--- src/rtl/disp_rx_pkg.sv ---
package disp_rx_pkg;

    localparam int ADDR_BITS = 8;

    typedef enum logic [1:0] {
        RX_IDLE = 2'd0,
        RX_ADDR = 2'd1,
        RX_DATA = 2'd2,
        RX_SKIP = 2'd3
    } rx_state_e;

    typedef struct packed {
        logic clk_rise;
        logic start;
        logic stop;
        logic en_rise;
        logic en_high;
        logic dat;
    } bus_ev_t;

    function automatic logic addr_hit(input logic [ADDR_BITS-1:0] got,
                                      input logic [ADDR_BITS-1:0] own);
        return got == own;
    endfunction

endpackage

--- src/rtl/bus_sync_detect.sv ---
module bus_sync_detect
    import disp_rx_pkg::*;
(
    input  logic    clk,
    input  logic    rst,
    input  logic    scl_in,
    input  logic    sda_in,
    input  logic    en_in,
    output bus_ev_t ev
);
    localparam int STAGES = 2;

    logic [STAGES-1:0] scl_m, sda_m, en_m;
    logic scl_q, sda_q, en_q;
    logic scl_s, sda_s, en_s;

    // Flops reset high, which is the idle level, so leaving reset cannot
    // look like a condition or an enable edge.
    always_ff @(posedge clk) begin
        if (rst) begin
            scl_m <= '1;
            sda_m <= '1;
            en_m  <= '1;
            scl_q <= 1'b1;
            sda_q <= 1'b1;
            en_q  <= 1'b1;
        end else begin
            scl_m <= {scl_m[STAGES-2:0], scl_in};
            sda_m <= {sda_m[STAGES-2:0], sda_in};
            en_m  <= {en_m[STAGES-2:0], en_in};
            scl_q <= scl_m[STAGES-1];
            sda_q <= sda_m[STAGES-1];
            en_q  <= en_m[STAGES-1];
        end
    end

    assign scl_s = scl_m[STAGES-1];
    assign sda_s = sda_m[STAGES-1];
    assign en_s  = en_m[STAGES-1];

    always_comb begin
        ev.clk_rise = scl_s & ~scl_q;
        ev.start    = scl_s & scl_q & sda_q & ~sda_s;
        ev.stop     = scl_s & scl_q & ~sda_q & sda_s;
        ev.en_rise  = en_s & ~en_q & scl_s;
        ev.en_high  = en_s;
        ev.dat      = sda_s;
    end

endmodule

--- src/rtl/frame_ctrl.sv ---
module frame_ctrl
    import disp_rx_pkg::*;
#(
    parameter int                   DATA_BITS = 128,
    parameter logic [ADDR_BITS-1:0] DEV_ADDR  = 8'h5C
) (
    input  logic    clk,
    input  logic    rst,
    input  bus_ev_t ev,
    output logic    shift_en,
    output logic    block_done
);
    localparam int CW = $clog2(DATA_BITS);
    localparam logic [CW-1:0] LAST_DATA = CW'(DATA_BITS - 1);
    localparam logic [CW-1:0] LAST_ADDR = CW'(ADDR_BITS - 1);

    rx_state_e            state;
    logic [CW-1:0]        cnt;
    logic [ADDR_BITS-2:0] addr_sr;

    always_ff @(posedge clk) begin
        if (rst) begin
            state   <= RX_IDLE;
            cnt     <= '0;
            addr_sr <= '0;
        end else if (ev.start) begin
            state <= RX_ADDR;
            cnt   <= '0;
        end else if (ev.stop) begin
            state <= RX_IDLE;
            cnt   <= '0;
        end else if (ev.clk_rise) begin
            unique case (state)
                RX_IDLE: ;
                RX_ADDR: begin
                    addr_sr <= {addr_sr[ADDR_BITS-3:0], ev.dat};
                    if (cnt == LAST_ADDR) begin
                        cnt   <= '0;
                        state <= addr_hit({addr_sr, ev.dat}, DEV_ADDR) ? RX_DATA : RX_IDLE;
                    end else begin
                        cnt <= cnt + 1'b1;
                    end
                end
                RX_DATA: begin
                    if (cnt == LAST_DATA) begin
                        cnt   <= '0;
                        state <= RX_SKIP;
                    end else begin
                        cnt <= cnt + 1'b1;
                    end
                end
                RX_SKIP: state <= RX_DATA;
                default: state <= RX_IDLE;
            endcase
        end
    end

    assign shift_en   = (state == RX_DATA) && ev.clk_rise;
    assign block_done = shift_en && (cnt == LAST_DATA);

    assert_stop_idle_R3: assert property (@(posedge clk) disable iff (rst)
        ev.stop |=> (state == RX_IDLE));

    assert_restart_R10: assert property (@(posedge clk) disable iff (rst)
        ev.start |=> (state == RX_ADDR && cnt == '0));

    assert_gap_edge_R8: assert property (@(posedge clk) disable iff (rst)
        (state == RX_SKIP && ev.clk_rise) |=> (state == RX_DATA && cnt == '0));

    assert_unaddressed_R4: assert property (@(posedge clk) disable iff (rst)
        (state == RX_IDLE && !ev.start) |=> (state == RX_IDLE));

endmodule

--- src/rtl/shift_latch.sv ---
module shift_latch #(
    parameter int DATA_BITS = 128
) (
    input  logic                 clk,
    input  logic                 rst,
    input  logic                 shift_en,
    input  logic                 bit_in,
    input  logic                 block_done,
    input  logic                 en_high,
    input  logic                 en_rise,
    output logic [DATA_BITS-1:0] word,
    output logic                 load
);
    logic [DATA_BITS-1:0] sr;
    logic [DATA_BITS-1:0] sr_next;
    logic                 auto_take;

    assign sr_next   = {sr[DATA_BITS-2:0], bit_in};
    assign auto_take = block_done && en_high;

    always_ff @(posedge clk) begin
        if (rst) begin
            sr   <= '0;
            word <= '0;
            load <= 1'b0;
        end else begin
            load <= 1'b0;
            if (shift_en) sr <= sr_next;
            // The group-end copy wins over a coincident enable rise, so the
            // final bit is never dropped.
            if (auto_take) begin
                word <= sr_next;
                load <= 1'b1;
            end else if (en_rise) begin
                word <= sr;
                load <= 1'b1;
            end
        end
    end

    assert_auto_latch_R6: assert property (@(posedge clk) disable iff (rst)
        (block_done && en_high) |=> load);

    assert_auto_off_R7: assert property (@(posedge clk) disable iff (rst)
        (block_done && !en_high) |=> !load);

    assert_last_bit_kept_R11: assert property (@(posedge clk) disable iff (rst)
        (block_done && en_rise) |=> (load && word[0] == $past(bit_in)));

endmodule

--- src/rtl/serial_display_rx.sv ---
module serial_display_rx
    import disp_rx_pkg::*;
#(
    parameter int                   DATA_BITS = 128,
    parameter logic [ADDR_BITS-1:0] DEV_ADDR  = 8'h5C
) (
    input  logic                 clk,
    input  logic                 rst,
    input  logic                 scl_in,
    input  logic                 sda_in,
    input  logic                 en_in,
    output logic [DATA_BITS-1:0] disp_word,
    output logic                 disp_load
);
    bus_ev_t ev;
    logic    shift_en;
    logic    block_done;

    bus_sync_detect u_sync (
        .clk    (clk),
        .rst    (rst),
        .scl_in (scl_in),
        .sda_in (sda_in),
        .en_in  (en_in),
        .ev     (ev)
    );

    frame_ctrl #(
        .DATA_BITS (DATA_BITS),
        .DEV_ADDR  (DEV_ADDR)
    ) u_frame (
        .clk        (clk),
        .rst        (rst),
        .ev         (ev),
        .shift_en   (shift_en),
        .block_done (block_done)
    );

    shift_latch #(
        .DATA_BITS (DATA_BITS)
    ) u_latch (
        .clk        (clk),
        .rst        (rst),
        .shift_en   (shift_en),
        .bit_in     (ev.dat),
        .block_done (block_done),
        .en_high    (ev.en_high),
        .en_rise    (ev.en_rise),
        .word       (disp_word),
        .load       (disp_load)
    );

    assert_word_hold_R12: assert property (@(posedge clk) disable iff (rst)
        !disp_load |-> $stable(disp_word));

endmodule

--- config.mk ---
export PLATFORM = sky130hd
export DESIGN_NAME = serial_display_rx
export DESIGN_NICKNAME = d
export VERILOG_FILES = /design/src/rtl/disp_rx_pkg.sv /design/src/rtl/bus_sync_detect.sv /design/src/rtl/frame_ctrl.sv /design/src/rtl/shift_latch.sv /design/src/rtl/serial_display_rx.sv
export SDC_FILE = /design/constraint.sdc
export NUM_CORES = 1
export LEC_CHECK = 0
export BUFFER_PORTS_ARGS = -buffer_cell sky130_fd_sc_hd__clkbuf_2
export CAP_MARGIN = 40
export CELL_PAD_IN_SITES_DETAIL_PLACEMENT = 1
export CELL_PAD_IN_SITES_GLOBAL_PLACEMENT = 1
export CORE_MARGIN = 5
export CORE_UTILIZATION = 46
export CTS_CLUSTER_SIZE = 25
export DETAILED_ROUTE_END_ITERATION = 8
export GPL_TIMING_DRIVEN = 0
export PLACE_DENSITY = 0.79
export SLEW_MARGIN = 0
export SYNTH_ARGS = -nofsm -noshare
export SYNTH_HDL_FRONTEND = slang
export SYNTH_HIERARCHICAL = 1
export SYNTH_SLANG_ARGS = --single-unit
--- constraint.sdc ---
create_clock -name clk -period 2.1 [get_ports clk]
set_clock_uncertainty 0.15 [all_clocks]
set_input_delay 0.105 -clock clk [delete_from_list [all_inputs] [get_ports clk]]
set_output_delay 0.105 -clock clk [all_outputs]
set_load 0.02 [all_outputs]
==> results_dict.tcl, run 1 <==
set metrics [dict create \
    outcome "completed" \
    min_to "u_sync/sda_m[1]" \
    cts_tree "built" \
    synth_top_area_frac 0.469 \
    die_w_um 172 \
    final_cell_mix "dfxtp_1 (279), mux2i_1 (265), nor2_1 (139), clkbuf_2 (136), and3b_1 (129)" \
    reg2reg_to "u_latch/word[117]" \
    area_growth_pct 19.9 \
    io_pins 134 \
    worstSkewPairLatency_ps 550 \
    netlist_instances 1115 \
    dp_hpwl_mm 20.3 \
    crit_type "flip-flop to flip-flop" \
    ys_seq_area_frac 0.469 \
    period_share 0.971 \
    crit_fanout 10 \
    worstPathArrival_ps 2340 \
    timing.rr.start "u_frame/cnt[0]" \
    r2r_cells 7 \
    antenna_left 0 \
    grt_max_degree 15 \
    drive_gt1_frac 0.215 \
    vias 8909 \
    core_um2 25900 \
    cellLeakagePower_nw 5.50 \
    r2r_slack_ps 60 \
    worst_slew_pin_slew_ps 628 \
    start_kind "flip-flop" \
    synth_edf_count 0 \
    grt_overflow 0 \
    hold_class "flip-flop to flip-flop" \
    drtPass1Iterations 4 \
    syn_area_um2 12000 \
    clockBufferDepth 3 \
    holdCritStartpoint "u_sync/sda_m[0]" \
    nNetsFinal 1299 \
    die_h_um 172 \
    placementRows 59 \
    track_usage 0.204 \
    whs_path_depth 1 \
    synth.distinct_cells 42 \
    critPathLaunch "u_frame/cnt[0]" \
    wl_mm 30.5 \
    root_buffer "clkbuf_16" \
    final_max_slew_viol_count 0 \
    vdd_drop_max_mv 0.596 \
    io_buffer_count 133 \
    rsz0062_at_grt "yes" \
    relSlewSlack 0.581 \
    drt_iter0_drc 380 \
    grt_pass1_wl_mm 50.3 \
    cp.required_ps 2390 \
    layout_commonest_cell "dfxtp_1" \
    htreeDepth 1 \
    fmax_mhz 490 \
    syn_area_per_cell_um2 10.8 \
    fillers 2778 \
    synth.largest_area_cell "dfxtp_1" \
    placedInstanceArea_um2 13100 \
    die_area_um2 29500 \
    hold_viol 0 \
    cts_made_buffers 31 \
    diodes 0 \
    drv_cap 0 \
    gp_congestion 0.743 \
    final_area_um2 14400 \
    period_needed_ps 2040 \
    wl_per_cell_um 18.5 \
    synth-warning-count 6 \
    register_area_um2 5650 \
    hold_ws_ps 256 \
    power_mw 10.8 \
    synth_flop_cell "dfxtp_1" \
    synthArstFlopShare 0 \
    antenna_found_initial 0 \
    route.detailed.drc 0 \
    start_util 0.464 \
    multi_input_area_um2 5890 \
    ys_seq_elements 282 \
    finalSetupViolCount 0 \
    cts.sinks 282 \
    grt_pass1_vias 9362 \
    path_clk_slew_ps 60 \
    synth_nets 1125 \
    synthTopCellsByArea "dfxtp_1 (47%), mux2i_1 (22%), and3b_1 (9.4%)" \
    via_per_inst 5.42 \
    power.density_nw_per_um2 751 \
    crit_path_end_kind "flip-flop" \
]
-- flip-flops by register name, summed over array words and instances, names as in the netlist --
name,count
u_frame/cnt,7
u_sync/scl_m,2
u_sync/en_m,2
u_sync/scl_q,1
u_sync/sda_q,1
u_latch/load,1
u_latch/sr,128
u_frame/addr_sr,7
u_latch/word,128
u_sync/sda_m,2
u_frame/state,2
u_sync/en_q,1
-- per-layer routing --
layer  up-vias  routed length, µm  part of all wire  global-route usage
met3        42               1280             0.042              0.0310
li1       4370                  -                 -                   -
met5         -                  0                 0                   0
met4         0                713             0.023              0.0506
met1      4345              14300              0.47               0.281
met2       152              14200              0.47               0.339
-- synthesized netlist by cell type, drive strengths merged, types with 3 or more instances --
master	n
mux2i	265
buf	50
and3	3
and3b	129
clkbuf	55
xor2	3
ha	5
nor3	7
nand2	5
nor2	139
o21ai	3
or2	9
dfxtp	282
inv	4
a211oi	129
-- cells by family after synthesis --
family,share of synthesized area
xor gates and xnor gates,0.00364
muxes,0.220
AOI/OAI and AO/OA,0.0863
adders and majority gates,0.00520
DFF,0.469
buffers and inverters,0.0544
and+or+nand+nor,0.161
-- where the power goes --
group          internal [mW]  leakage [nW]  switching, mW
Combinational         0.0893          2.74          0.190
Sequential              5.36          2.27        0.00579
Clock                   3.10         0.488           2.09
Total                   8.55          5.50           2.29
-- critical path: stages, from the launching register on --
cell      delay, ps
dfxtp_2         340
ha_4            180
and3_1          200
and3_2          250
clkbuf_4        200
clkbuf_4        190
and3b_1         190
a211oi_1        230
-- stage by stage --
stage	TNS [ps]	setup WS, ps	util	instances
final	0	59.9	0.557	1644
after global routing	-2570	-60.7	0.557	1644
after CTS	-142	-24.6	0.551	1643
after detailed placement	-53550	-434	0.506	1583
after global placement	-44840	-366	0.506	1583
after floorplan	0	181	-	1115
-- worst max path at each step --
stage / end / slack [ps] / cells past startpoint
after floorplan: u_latch/word[104] / 180 / 7
after global placement: u_latch/word[109] / -370 / 7
after detailed placement: u_latch/word[45] / -430 / 8
after CTS: u_latch/sr[99] / -20 / 7
after global routing: u_latch/word[43] / -60 / 7
final: u_latch/word[117] / 60 / 7
-- final cells by class --
cell class	count	share of cell area
plain buffers	105	0.0506
clock buffers	50	0.0670
clock inverters	3	0.00104
inverters	4	0.00104
multi-input cells	724	0.408
flip-flops and latches	282	0.391
well taps	335	0.0290
repair buffers	141	0.0515
-- what timing repair did --
action                                  in CTS  in global routing
buffers inserted                             0                  1
endpoints found under the setup margin     230                190
pin swaps                                    0                  0
resized for setup                           48                 45
hold endpoints to repair                     9                  0
hold buffers                                 7                  0
Note: power is estimated with default switching activity, not from simulation.
==> inputs of run 2 (changes only) <==
--- a/config.mk
+++ b/config.mk
@@ -9,12 +9,13 @@
 export CAP_MARGIN = 40
 export CELL_PAD_IN_SITES_DETAIL_PLACEMENT = 1
 export CELL_PAD_IN_SITES_GLOBAL_PLACEMENT = 1
+export CORE_ASPECT_RATIO = 0.75
 export CORE_MARGIN = 5
-export CORE_UTILIZATION = 46
+export CORE_UTILIZATION = 42
 export CTS_CLUSTER_SIZE = 25
 export DETAILED_ROUTE_END_ITERATION = 8
 export GPL_TIMING_DRIVEN = 0
-export PLACE_DENSITY = 0.79
+export PLACE_DENSITY = 0.76
 export SLEW_MARGIN = 0
 export SYNTH_ARGS = -nofsm -noshare
 export SYNTH_HDL_FRONTEND = slang
==> constraint.sdc (replaced) <==
create_clock -name clk -period 1.75 [get_ports clk]
set_clock_uncertainty 0.15 [all_clocks]
set_input_delay 0.0875 -clock clk [delete_from_list [all_inputs] [get_ports clk]]
set_output_delay 0.0875 -clock clk [all_outputs]
set_load 0.02 [all_outputs]
==> run 2 against run 1 <==
Net effect: the run now ends with negative setup slack left; hold slack worse by 120 ps; count of clock-buffer cells in the layout is 9 lower; wire length is 10% higher; register-to-register slack worse by 240 ps; critical path type unchanged; largest cell class unchanged.
==> results_dict.tcl, run 2 (same netlist as run 1, synthesis figures left out) <==
set metrics [dict create \
    outcome "finished with violations" \
    violations "negative setup slack" \
    grt_pass1_wl_mm 53.8 \
    largestRegisters "u_latch/sr (128), u_latch/word (128)" \
    wl_per_cell_um 19.7 \
    use_met2 0.332 \
    die_area_um2 32200 \
    final_cells 1707 \
    start_util 0.428 \
    wl_mm 33.6 \
    critPathBufInv 2 \
    cts.sinks 282 \
    layout_setup_ws_ps -176 \
    crit_chain "ha_4 > and3_4 > and3_4 > buf_12 > clkbuf_8 > and3b_1 > a211oi_2" \
    drv_cap 0 \
    worstPathArrival_ps 2160 \
    period_share 1.10 \
    route.detailed.drc 0 \
    drive_gt1_frac 0.305 \
    relSlewSlack 0.466 \
    cellLeakagePower_nw 5.80 \
    cp.required_ps 1980 \
    min_to "u_latch/word[0]" \
    finalSetupViolCount 131 \
    cts_made_buffers 29 \
    fillers 3020 \
    path_clk_slew_ps 60 \
    worstSkewPairLatency_ps 550 \
    crit_slowest_cell "dfxtp_4" \
    reg2reg_to "u_latch/word[42]" \
    start_kind "flip-flop" \
    crit_type "flip-flop to flip-flop" \
    crit_path_end_kind "flip-flop" \
    drt_iter0_drc 349 \
    rsz0062_at_grt "yes" \
    grt_use_met1 0.288 \
    grt_pass1_vias 9630 \
    r2r_cells 7 \
    track_usage 0.202 \
    hold_viol 0 \
    via_per_inst 5.33 \
    top_usage_layer "met2" \
    vias 9100 \
    clockBufferDepth 3 \
    final_cell_mix "dfxtp_1 (274), mux2i_1 (265), nor2_1 (139), clkbuf_2 (138), and3b_1 (128)" \
    cts_tree "built" \
    fmax_mhz 519 \
    die_w_um 205 \
    dp_hpwl_mm 21.2 \
    final_max_slew_viol_count 0 \
    crit_top_cell "and3_4" \
    power_mw 13.0 \
    tns_ps -14960 \
    drtPass1Iterations 4 \
    r2r_slack_ps -180 \
    nNetsFinal 1310 \
    grt_max_degree 15 \
    period_needed_ps 1930 \
    timing.rr.start "u_frame/cnt[1]" \
    crit_fanout 10 \
    layout_commonest_cell "dfxtp_1" \
    diodes 0 \
    htreeDepth 1 \
    power.density_nw_per_um2 845 \
    cp_slowest_stage_delay_ps 360 \
    whs_path_depth 4 \
    worst_slew_pin_slew_ps 801 \
    placementRows 53 \
    area_growth_pct 28.1 \
    die_h_um 157 \
    antenna_left 0 \
    met3_usage 0.0334 \
    crit_family "simple AND/OR/NAND/NOR gates" \
    antenna_found_initial 0 \
    dp.cells 1633 \
    holdCritStartpoint "rst" \
    gp_congestion 0.773 \
    io_pins 134 \
    io_buffer_count 133 \
    root_buffer "clkbuf_16" \
    core_um2 28100 \
    vdd_drop_max_mv 0.647 \
    grt_overflow 0 \
    hold_class "input port to flip-flop" \
]
==> run 2: cell types whose count changed in the layout (fill, tap and decap cells not counted), sizes merged <==
cell / before / now
buf: 50 / 67
inv: 4 / 5
clkinvlp: 0 / 1
clkinv: 3 / 8
dlygate4sd3: 7 / 8
bufinv: 0 / 2
clkbuf: 239 / 225
==> run 2: stage by stage <==
step / utilization / worst slack (ps) / hold slack (ps) / area (µm²)
floorplan: - / -10.4 / 34.6 / 12100
global placement: 0.471 / -548 / 116 / 13200
detailed placement: 0.471 / -585 / 122 / 13200
CTS: 0.539 / -109 / 117 / 15100
global route: 0.548 / -214 / 180 / 15400
finish: 0.548 / -176 / 134 / 15400
==> run 2: tightest hold or removal path, cell delays in order <==
cell and delay (ps):
clkbuf_2 130, clkbuf_1 160, buf_2 240, a211oi_2 160
==> run 2: cell type report <==
cell class | count | area, µm² | share of cell area
inverters | 4 | 15.0 | 0.000974
well taps | 385 | 482 | 0.0312
multi-input cells | 724 | 6380 | 0.414
repair buffers | 155 | 897 | 0.0582
flip-flops and latches | 282 | 5660 | 0.367
plain buffers | 104 | 1030 | 0.0670
clock buffers | 41 | 841 | 0.0545
clock inverters | 12 | 116 | 0.00755
==> run 2: metal layers <==
| layer | wire, µm | up-vias |
|---|---|---|
| li1 | - | 4387 |
| met1 | 16300 | 4538 |
| met2 | 15600 | 152 |
| met3 | 1380 | 23 |
| met4 | 350 | 0 |
| met5 | 0 | - |
==> run 2: power by group <==
part | total, mW | switching [mW] | internal [mW] | leakage [nW]
clock network | 6.22 | 2.59 | 3.63 | 0.478
logic | 0.373 | 0.257 | 0.116 | 3.05
registers | 6.43 | 0.00685 | 6.43 | 2.28
==> run 2: worst max path at each step <==
stage	slack [ps]	start	cells after the start	end
3_5_place_dp	-580	u_sync/scl_m[1]	7	u_latch/word[102]
6_report	-180	u_frame/cnt[1]	7	u_latch/word[42]
2_1_floorplan	-10	u_frame/state[0]	8	u_latch/word[100]
3_3_place_gp	-550	u_sync/scl_m[1]	7	u_latch/word[110]
4_1_cts	-110	u_frame/state[0]	8	u_latch/word[50]
5_1_grt	-210	u_frame/cnt[1]	7	u_latch/word[45]
==> run 2: timing repair <==
action / 4_1_cts / 5_1_grt
resized for setup: 170 / 67
endpoints found under the setup margin: 270 / 257
hold buffers: 8 / 0
pin swaps: 26 / 14
endpoints found under the hold margin: 15 / 0
gates cloned: 2 / 1
buffers inserted: 10 / 1
==> inputs of run 3 (changes only) <==
--- a/config.mk
+++ b/config.mk
@@ -5,7 +5,7 @@
 export SDC_FILE = /design/constraint.sdc
 export NUM_CORES = 1
 export LEC_CHECK = 0
-export BUFFER_PORTS_ARGS = -buffer_cell sky130_fd_sc_hd__clkbuf_2
+export BUFFER_PORTS_ARGS = -buffer_cell sky130_fd_sc_hd__buf_2
 export CAP_MARGIN = 40
 export CELL_PAD_IN_SITES_DETAIL_PLACEMENT = 1
 export CELL_PAD_IN_SITES_GLOBAL_PLACEMENT = 1
==> run 3 against run 2 <==
Net effect: register-to-register slack about the same; highest routed layer unchanged; combinational power is essentially flat; non-clock buffer count is 3 lower; setup slack improved by 2.3 ps; hold slack got worse by 24 ps; sequential cell count unchanged; the flow still finishes with violations (negative setup slack); cell count down 0.41%; critical path type unchanged.
==> results_dict.tcl, run 3 (same netlist as run 1, synthesis figures left out) <==
set metrics [dict create \
    outcome "finished with violations" \
    violations "negative setup slack" \
    final_area_um2 15300 \
    start_util 0.428 \
    layout_commonest_cell "dfxtp_1" \
    fmax_mhz 520 \
    timing.rr.start "u_frame/cnt[0]" \
    core_um2 28100 \
    worstSkewPairLatency_ps 550 \
    period_needed_ps 1920 \
    hold_viol 0 \
    min_to "u_latch/word[125]" \
    grt_max_degree 15 \
    period_share 1.10 \
    p_switching_mw 2.82 \
    drive_gt1_frac 0.280 \
    rsz0062_at_grt "yes" \
    fillers 3019 \
    dp_hpwl_mm 21.2 \
    worst_slew_pin_slew_ps 749 \
    nNetsFinal 1308 \
    crit_fanout 10 \
    area_growth_pct 26.9 \
    pwr-share-comb 0.028 \
    vdd_drop_max_mv 0.671 \
    internal_power_mw 10.4 \
    layout_setup_ws_ps -174 \
    final_max_slew_viol_count 0 \
    crit_path_end_kind "flip-flop" \
    path_clk_slew_ps 60 \
    drv_cap 0 \
    relSlewSlack 0.501 \
    power.density_nw_per_um2 864 \
    antenna_found_initial 0 \
    die_area_um2 32200 \
    htreeDepth 1 \
    route.detailed.drc 0 \
    io_buffer_count 133 \
    r2r_slack_ps -170 \
    finalSetupViolCount 127 \
    r2r_cells 7 \
    start_kind "flip-flop" \
    placementRows 53 \
    drt_iter0_drc 322 \
    die_h_um 157 \
    final_cell_mix "dfxtp_1 (274), mux2i_1 (264), nor2_1 (139), buf_2 (137), and3b_1 (127)" \
    whs_path_depth 4 \
    cts_made_buffers 30 \
    cp.required_ps 2050 \
    via_per_inst 5.33 \
    hold_class "input port to flip-flop" \
    clockBufferDepth 3 \
    grt_overflow 0 \
    largestRegisters "u_latch/sr (128), u_latch/word (128)" \
    reg2reg_to "u_latch/word[64]" \
    wl_mm 33.5 \
    crit_type "flip-flop to flip-flop" \
    root_buffer "clkbuf_16" \
    pwr-share-seq 0.488 \
    cts.sinks 282 \
    grt_pass1_vias 9479 \
    power.share.clock 0.484 \
    tns_ps -12650 \
    die_w_um 205 \
    track_usage 0.202 \
    grt_pass1_wl_mm 53.7 \
    vias 9064 \
    swShare 0.214 \
    io_pins 134 \
    cellLeakagePower_nw 5.86 \
    hold_ws_ps 110 \
    diodes 0 \
    placedInstanceArea_um2 13200 \
    wl_per_cell_um 19.7 \
    cts_tree "built" \
    antenna_left 0 \
    gp_congestion 0.773 \
    worstPathArrival_ps 2220 \
    fin_util 0.543 \
    holdCritStartpoint "rst" \
    power_mw 13.2 \
    drtPass1Iterations 4 \
]
-- run 3: cell count changes in the layout (fill, tap and decap cells not counted), moves of 2 or more --
cell	change
buf_2	+131
a211oi_2	-31
clkbuf_1	+4
clkbuf_2	-137
buf_6	-2
a211oi_1	+31
clkinv_2	-7
buf_4	+2
-- run 3: power by group through the flow --
stage,Sequential [mW],Clock (mW),Combinational [mW]
floorplan,6.58,0,0.222
global placement,6.58,0,0.311
detailed placement,6.58,0,0.318
CTS,6.43,6.55,0.357
global route,6.43,6.85,0.397
finish,6.43,6.39,0.374
-- run 3: how the worst max path moves through the flow --
stage                startpoint                 to  slack [ps]  cells past startpoint
2_1_floorplan  u_frame/state[0]  u_latch/word[100]         -10                      8
3_3_place_gp    u_sync/scl_m[1]  u_latch/word[110]        -540                      7
3_5_place_dp    u_sync/scl_m[1]   u_latch/word[75]        -660                      7
4_1_cts          u_frame/cnt[0]  u_latch/word[117]        -100                      7
5_1_grt          u_frame/cnt[1]   u_latch/word[64]        -210                      7
6_report         u_frame/cnt[0]   u_latch/word[64]        -170                      7
-- run 3: layout make-up --
| class | count | area, µm² | area share |
|---|---|---|---|
| multi-input cells | 724 | 6250 | 0.409 |
| flip-flops and latches | 282 | 5660 | 0.370 |
| plain buffers | 104 | 1020 | 0.0665 |
| clock buffers | 44 | 905 | 0.0592 |
| repair buffers | 152 | 865 | 0.0566 |
| well taps | 385 | 482 | 0.0315 |
| clock inverters | 5 | 81.3 | 0.00532 |
| inverters | 4 | 15.0 | 0.000983 |
-- run 3: layer usage --
layer,up-vias,part of all wire,track usage
met4,0,0.016,0.0360
met3,37,0.044,0.0365
met5,-,0,0
met2,147,0.46,0.329
li1,4379,-,-
met1,4501,0.48,0.287
-- run 3: per-stage QoR --
| step | std cells | setup slack, ps |
|---|---|---|
| global route | 1700 | -211 |
| CTS | 1701 | -103 |
| floorplan | 1115 | -10.4 |
| finish | 1700 | -174 |
| detailed placement | 1633 | -665 |
| global placement | 1633 | -541 |
-- run 3: worst max-delay path, cell delays in order (launching register included) --
cell,delay (ps)
dfxtp_4,350
ha_4,160
and3_4,180
and3_4,220
buf_12,170
clkbuf_8,160
and3b_2,240
a211oi_4,180
-- run 3: what timing repair did --
item / in CTS / in global routing
cloned: 2 / 0
hold buffers: 7 / 0
setup buffers: 10 / 0
hold endpoints to repair: 19 / 0
endpoints found under the setup margin: 269 / 248
resized for setup: 149 / 57
pin swaps: 13 / 10
